[src/rtl/phy_mgmt_pkg.sv]
package phy_mgmt_pkg;
  localparam int REG_W  = 16;
  localparam int ADDR_W = 5;
  localparam int NREG   = 1 << ADDR_W;
  localparam int CMD_W  = 32;

  // register addresses
  localparam logic [ADDR_W-1:0] RA_CTRL  = 5'd0;
  localparam logic [ADDR_W-1:0] RA_STAT  = 5'd1;
  localparam logic [ADDR_W-1:0] RA_ID_HI = 5'd2;
  localparam logic [ADDR_W-1:0] RA_ID_LO = 5'd3;
  localparam logic [ADDR_W-1:0] RA_ADV   = 5'd4;
  localparam logic [ADDR_W-1:0] RA_PEER  = 5'd5;
  localparam logic [ADDR_W-1:0] RA_GCTL  = 5'd9;
  localparam logic [ADDR_W-1:0] RA_GSTA  = 5'd10;
  localparam logic [ADDR_W-1:0] RA_VCTL  = 5'd16;
  localparam logic [ADDR_W-1:0] RA_VSTA  = 5'd17;
  localparam logic [ADDR_W-1:0] RA_VXCTL = 5'd20;

  // control / status bit positions
  localparam int CB_LOOP    = 14;
  localparam int CB_NEG_EN  = 12;
  localparam int CB_NEG_GO  = 9;
  localparam int SB_LINK    = 2;
  localparam int SB_NEG_OK  = 5;

  // command word fields
  localparam int KF_ADDR_LO = 16;
  localparam int KF_OP_LO   = 26;
  localparam int KF_RDY     = 28;
  localparam int KF_IRQ     = 29;
  localparam int KF_ERR     = 30;

  typedef enum logic [1:0] {
    OP_NONE0 = 2'b00,
    OP_WRITE = 2'b01,
    OP_READ  = 2'b10,
    OP_NONE3 = 2'b11
  } mgmt_op_e;

  function automatic logic can_read(input logic [ADDR_W-1:0] a);
    case (a)
      RA_CTRL, RA_STAT, RA_ID_HI, RA_ID_LO, RA_ADV, RA_PEER,
      RA_GCTL, RA_GSTA, RA_VCTL, RA_VSTA, RA_VXCTL: can_read = 1'b1;
      default: can_read = 1'b0;
    endcase
  endfunction

  function automatic logic can_write(input logic [ADDR_W-1:0] a);
    case (a)
      RA_CTRL, RA_ADV, RA_GCTL, RA_VCTL, RA_VXCTL: can_write = 1'b1;
      default: can_write = 1'b0;
    endcase
  endfunction

  function automatic logic [REG_W-1:0] boot_value(input logic [ADDR_W-1:0] a);
    case (a)
      RA_CTRL:  boot_value = 16'h1140;
      RA_STAT:  boot_value = 16'h794D;
      RA_ID_HI: boot_value = 16'h0141;
      RA_ID_LO: boot_value = 16'h0C20;
      RA_ADV:   boot_value = 16'h0DE1;
      RA_PEER:  boot_value = 16'h01E0;
      RA_GCTL:  boot_value = 16'h0E00;
      RA_GSTA:  boot_value = 16'h3C00;
      RA_VCTL:  boot_value = 16'h0360;
      RA_VSTA:  boot_value = 16'hAC00;
      RA_VXCTL: boot_value = 16'h0D60;
      default:  boot_value = '0;
    endcase
  endfunction
endpackage

[src/rtl/phy_cmd_engine.sv]
module phy_cmd_engine
  import phy_mgmt_pkg::*;
(
  input  logic              clk,
  input  logic              rst_n,
  input  logic              cmd_valid,
  output logic              cmd_ready,
  input  logic [CMD_W-1:0]  cmd_word,
  output logic              rsp_valid,
  input  logic              rsp_ready,
  output logic [CMD_W-1:0]  rsp_word,
  output logic              irq,
  output logic [ADDR_W-1:0] rf_addr,
  input  logic [REG_W-1:0]  rf_rdata,
  output logic              rf_wen,
  output logic [REG_W-1:0]  rf_wdata,
  output logic              neg_restart
);
  logic             rsp_valid_q, irq_q;
  logic [CMD_W-1:0] rsp_q, rsp_d;
  logic             accept, is_wr, is_rd, wr_ok, rd_ok;
  mgmt_op_e         op;
  logic [REG_W-1:0] data;

  assign op       = mgmt_op_e'(cmd_word[KF_OP_LO +: 2]);
  assign rf_addr  = cmd_word[KF_ADDR_LO +: ADDR_W];
  assign data     = cmd_word[REG_W-1:0];
  assign is_wr    = (op == OP_WRITE);
  assign is_rd    = (op == OP_READ);
  assign wr_ok    = is_wr && can_write(rf_addr);
  assign rd_ok    = is_rd && can_read(rf_addr);

  assign cmd_ready = !rsp_valid_q;
  assign accept    = cmd_valid && !rsp_valid_q;
  assign rf_wen    = accept && wr_ok;
  assign rf_wdata  = data;
  assign neg_restart = rf_wen && (rf_addr == RA_CTRL)
                    && data[CB_NEG_EN] && data[CB_NEG_GO];

  always_comb begin
    rsp_d         = cmd_word;
    rsp_d[KF_RDY] = 1'b1;
    rsp_d[KF_ERR] = !(wr_ok || rd_ok);
    if (is_rd) rsp_d[REG_W-1:0] = rd_ok ? rf_rdata : '0;
  end

  always_ff @(posedge clk) begin
    if (!rst_n) begin
      rsp_valid_q <= 1'b0;
      rsp_q       <= '0;
      irq_q       <= 1'b0;
    end else if (accept) begin
      rsp_valid_q <= 1'b1;
      rsp_q       <= rsp_d;
      irq_q       <= cmd_word[KF_IRQ];
    end else begin
      irq_q <= 1'b0;
      if (rsp_valid_q && rsp_ready) rsp_valid_q <= 1'b0;
    end
  end

  assign rsp_valid = rsp_valid_q;
  assign rsp_word  = rsp_q;
  assign irq       = irq_q;

  assert_ready_flag_R6: assert property (@(posedge clk) disable iff (!rst_n)
    rsp_valid |-> rsp_word[KF_RDY]);
  assert_irq_gated_R7: assert property (@(posedge clk) disable iff (!rst_n)
    irq |-> (rsp_valid && rsp_word[KF_IRQ] && $rose(rsp_valid)));
  assert_hold_rsp_R3: assert property (@(posedge clk) disable iff (!rst_n)
    (rsp_valid && !rsp_ready) |=> (rsp_valid && $stable(rsp_word)));
endmodule

[config.mk]
export PLATFORM = sky130hd
export DESIGN_NAME = phy_cmd_engine
export DESIGN_NICKNAME = d
export VERILOG_FILES = /design/src/rtl/phy_mgmt_pkg.sv /design/src/rtl/phy_cmd_engine.sv
export SDC_FILE = /design/constraint.sdc
export NUM_CORES = 1
export LEC_CHECK = 0
export BUFFER_PORTS_ARGS = -buffer_cell sky130_fd_sc_hd__buf_2
export CAP_MARGIN = 20
export CORE_MARGIN = 2
export CORE_UTILIZATION = 42
export DETAILED_ROUTE_END_ITERATION = 10
export GPL_ROUTABILITY_DRIVEN = 0
export PLACE_DENSITY_LB_ADDON = 0.3
export SLEW_MARGIN = 5
export SYNTH_ARGS = -nofsm -noshare
export SYNTH_HDL_FRONTEND = slang
export SYNTH_SLANG_ARGS = --single-unit
[constraint.sdc]
create_clock -name clk -period 1.9 [get_ports clk]
set_clock_uncertainty 0.05 [all_clocks]
set_input_delay 0.38 -clock clk [delete_from_list [all_inputs] [get_ports clk]]
set_output_delay 0.38 -clock clk [all_outputs]
set_load 0.05 [all_outputs]
# Word level (Yosys, flattened, before mapping)
# Memories as Yosys holds them, arrays and structs flattened.
# Cells that the tools add are included.
op_classes:
  eq_ne: 6
  muxes: 5
  reduce_logical: 15
op_table:
  columns: ["op", "count"]
  rows:
  - ["$mux 16", 2]
  - ["$eq 5x5->1 const B", 2]
  - ["$logic_and 1x1->1", 8]
  - ["$eq 5x3->1 const B", 1]
  - ["$eq 5x4->1 const B", 1]
  - ["$logic_not 5->1", 1]
  - ["$reduce_or 5->1", 1]
  - ["$mux 1", 3]
  - ["$eq 2x1->1 const B", 1]
  - ["$eq 2x2->1 const B", 1]
  - ["$logic_not 1->1", 2]
  - ["$reduce_and 2->1", 1]
  - ["$reduce_bool 2->1", 1]
  - ["$logic_or 1x1->1", 1]
word_totals:
  ff_bits: 34
  mem_bits_ro: 32
  in_bits: 52
  mem_count: 1
memory_table:
  columns: ["name", "depth", "width", "rd", "rd_clocked_by_memory_dff", "wr", "line", "rtl"]
  rows:
  - ["(name not given)", 32, 1, 1, 0, 0, "phy_mgmt_pkg.sv:42", "case (a)"]

# Longest topological paths before layout
logic_depth:
  word_depth: 8
  mapped_depth: 8

# Least setup slack after synthesis
# No wires, ideal clock.
synth_path:
  kind: "register to output"
  from: "register rsp_valid_q, in the netlist rsp_valid"
  to: "output port neg_restart"
  t_arrival_ns: 2.002
  required_ns: 1.470
  slack_ns: -0.532
  stages_incl_launch_ff: 5
  path_buffers: 1
  path_cell_list: "dfxtp_1 -> nor2b_1 -> buf_2 -> nand3b_1 -> nor3_1"
synth_between:
  elab_chain_len: 6
synth_rtl:
  columns: ["element", "line", "rtl"]
  rows:
  - ["from (decl)", "phy_cmd_engine.sv:19", "logic rsp_valid_q, irq_q;"]
  - ["from (signal assigned)", "phy_cmd_engine.sv:49", "rsp_valid_q <= 1'b0;"]
  - ["from (signal assigned)", "phy_cmd_engine.sv:53", "rsp_valid_q <= 1'b1;"]
  - ["from (signal assigned)", "phy_cmd_engine.sv:58", "if (rsp_valid_q && rsp_ready) rsp_valid_q <= 1'b0;"]
  - ["$logic_not 1->1", "phy_cmd_engine.sv:34", "assign accept = cmd_valid && !rsp_valid_q;"]
  - ["$logic_and 1x1->1", "phy_cmd_engine.sv:34", null]
  - ["$logic_and 1x1->1", "phy_cmd_engine.sv:35", "assign rf_wen = accept && wr_ok;"]
  - ["$logic_and 1x1->1", "phy_cmd_engine.sv:37", "assign neg_restart = rf_wen && (rf_addr == RA_CTRL)"]
  - ["$logic_and 1x1->1 (2 in series)", "phy_cmd_engine.sv:38", "&& data[CB_NEG_EN] && data[CB_NEG_GO];"]
  - ["to (decl)", "phy_cmd_engine.sv:17", "output logic neg_restart"]
# Every way passes these cells.

# Worst setup path after layout
# Same ends and word-level chain as after synthesis.

==> run metrics <==
Hold Path Cell Cnt 3; root buffer selected by CTS clkbuf_8; Die Span Y roughly 67 um; drt drc 0; Clock Sinks 34; Final nets 342; initial antenna violation count 0; RSZ-0062 raised after global routing false; Fillers ~380; fin cells 337; worst vdd ir 0.475 mV; Mapped Nets between 200 and 300; Starting Density between 40% and 50%; CTS max path bufs 2; via count 1710; crit-path max cell delay ~0.35 ns; Num CTS Buffers 5; synthesized area roughly 1700 um2; clock-pin slew on the worst setup and hold paths around 0.070 ns; Synth cell types 26; Total Routing Usage GR between 15 and 20%; crit path kind reg2out; Mean Syn Cell Area approximately 8 um2; post-DR wirelength/cell 13.2 um; Worst EP arrival between 1 and 1.5 ns; flops & latches, synth 34; GR Overflow Total 0; first-pass GRT wire length between 6 and 7 mm; Worst Reg-to-Reg Cells 4; io pins 110; largest net degree at the start of global routing 35; critical path data required time between 1 and 1.5 ns; Critical Path Start Type register; status finished clean; ranking of synthesized cells by area dfxtp_1, a21oi_1, buf_4; die width 66.9 um; number of global-route vias before repair approximately 1500; max_cap viols 0; Row Count 22; Syn. warnings 0; Final ANT Viol Nets 0; final wirelength around 4.4 mm; H-tree Lvls 2; final hold viol count 0; die area 4480 um2; Starting DRT DRC Count 73; HP Class in2reg; Via density 5.07; Setup TNS 0 ns; final worst path period share 93.3%; drt first pass iters 4; leak pwr 1.06 nW; CP Max Fanout 5; fmax 564 MHz; diode count 0; detailed placement HPWL 3.12 mm; placed insts 329; Power Total around 1.9 mW; slew margin rel. a little under three fifths; latest clock arrival within the worst-skew pair approximately 0.28 ns; Port Buffers about 110; Mapped Cells between 200 and 250; Core Area ~3700 um2; Area growth syn-to-layout 30.6%; power density over cell area ~900 nW/um2; CTS tree yes; Seq/Total Area, Yosys 40.9%; share of cells above drive strength 1 a little over two fifths; CP max-delay cell dfxtp_1; Final setup viols 0; Synth top area share just over 40%; cells along the critical path nor2b_2, nand3b_1, nor3_2, buf_4; crit path capture type output port; WHS around 0.29 ns; Final Slew Violations 0; leading area contributor after synthesis dfxtp_1; Min Clock Period, post-route 1.77 ns; worst slew pin tran 0.658 ns
-- area by class of cell --
cell class / count / area [um2] / area share [%]
tap: 48 / 60.1 / 2.76
clock buffer: 7 / 86.3 / 3.97
clock inverter: 1 / 5.00 / 0.230
multi-input combinational: 131 / 731 / 33.6
sequential: 34 / 681 / 31.3
timing repair buffer: 113 / 598 / 27.5
inverter: 3 / 11.3 / 0.518
-- critical path: cells and delay by family, from the launching register on --
family | cells | cell delay (ns)
AND/OR/NAND/NOR | 3 | 0.50
flip-flops | 1 | 0.35
buffers and inverters | 1 | 0.22
-- synth_stat cells (all sizes together) --
library cell,instances
a21bo,1
a21boi,14
a21oi,33
a31oi,1
and3,2
and4,1
buf,29
clkbuf,10
dfxtp,34
ha,2
inv,3
nand2,32
nand2b,1
nand3b,1
nand4,16
nor2,2
nor2b,3
nor3,2
o211a,1
o21a,1
o21ai,17
or3,1
-- per-layer routing --
layer | wire length [um] | vias up | track usage, %
met5 | 0 | - | 0
met4 | 33 | 0 | 3.83
met3 | 356 | 4 | 6.42
met2 | 2100 | 69 | 33.5
met1 | 1960 | 778 | 25.1
li1 | - | 859 | -
-- power by group --
group	internal, mW	total [mW]	switching, mW	leakage [nW]
Clock	0.292	0.539	0.247	0.0482
Combinational	0.152	0.589	0.437	0.733
Sequential	0.766	0.790	0.0246	0.281
-- placed cells by master, fill, tap and decap left out --
cell type | netlist | final
a21oi_1 | 33 | 33
ha_1 | 2 | 2
o21a_1 | 1 | 1
and3_2 | 1 | 1
inv_1 | 3 | 3
a31oi_1 | 1 | 1
nand2b_1 | 1 | 1
nand3b_1 | 1 | 1
and4_4 | 1 | 1
nand4_1 | 16 | 16
or3_1 | 1 | 1
clkbuf_8 | 0 | 6
clkbuf_4 | 0 | 1
a21bo_1 | 1 | 1
and3_1 | 1 | 1
o21ai_0 | 17 | 17
nor2_2 | 0 | 1
nor3_2 | 1 | 2
nand2_1 | 32 | 32
a21boi_0 | 14 | 14
clkinv_2 | 0 | 1
buf_12 | 0 | 1
o211a_1 | 1 | 1
nor2b_1 | 3 | 2
nor2_1 | 2 | 1
nor2b_2 | 0 | 1
dfxtp_1 | 34 | 34
clkbuf_1 | 10 | 1
buf_4 | 22 | 6
buf_2 | 5 | 105
-- final timing paths --
kind	from	to	slack, ns
setup / recovery	rsp_valid$_SDFFE_PN0P_	neg_restart	0.13
hold / removal	cmd_word[24]	rsp_word[24]$_SDFFE_PN0P_	0.29
setup reg to reg	rsp_valid$_SDFFE_PN0P_	rsp_word[30]$_SDFFE_PN0P_	0.57
hold reg to reg	rsp_word[21]$_SDFFE_PN0P_	rsp_word[21]$_SDFFE_PN0P_	0.41
-- per-stage QoR --
| stage | utilization, % | cell area, um2 | setup WS, ns |
|---|---|---|---|
| 2_1_floorplan | - | 1670 | -0.148 |
| 3_3_place_gp | 55.4 | 2080 | 0.0890 |
| 3_5_place_dp | 55.4 | 2080 | 0.0665 |
| 4_1_cts | 57.9 | 2170 | 0.0529 |
| 5_1_grt | 58.0 | 2170 | 0.00870 |
| 6_report | 58.0 | 2170 | 0.127 |
-- timing repair --
action                                  CTS  global route
endpoints found under the setup margin    0             2
hold buffers                              0             0
setup buffers                             0             0
resized for setup                         0             3
-- cells by family after synthesis --
| logic type | Yosys count | share of synthesized area (%) |
|---|---|---|
| and+or+nand+nor | 61 | 18.4 |
| AOI/OAI and AO/OA | 68 | 23.4 |
| buffers and inverters | 42 | 15.7 |
| DFF | 34 | 40.9 |
| adders and majority gates | 2 | 1.50 |
-- sequential cells by signal, summed over array words and instances (netlist names) --
| signal | flops |
|---|---|
| irq | 1 |
| rsp_valid | 1 |
| rsp_word | 32 |
Note: power is estimated with default switching activity, not from simulation.
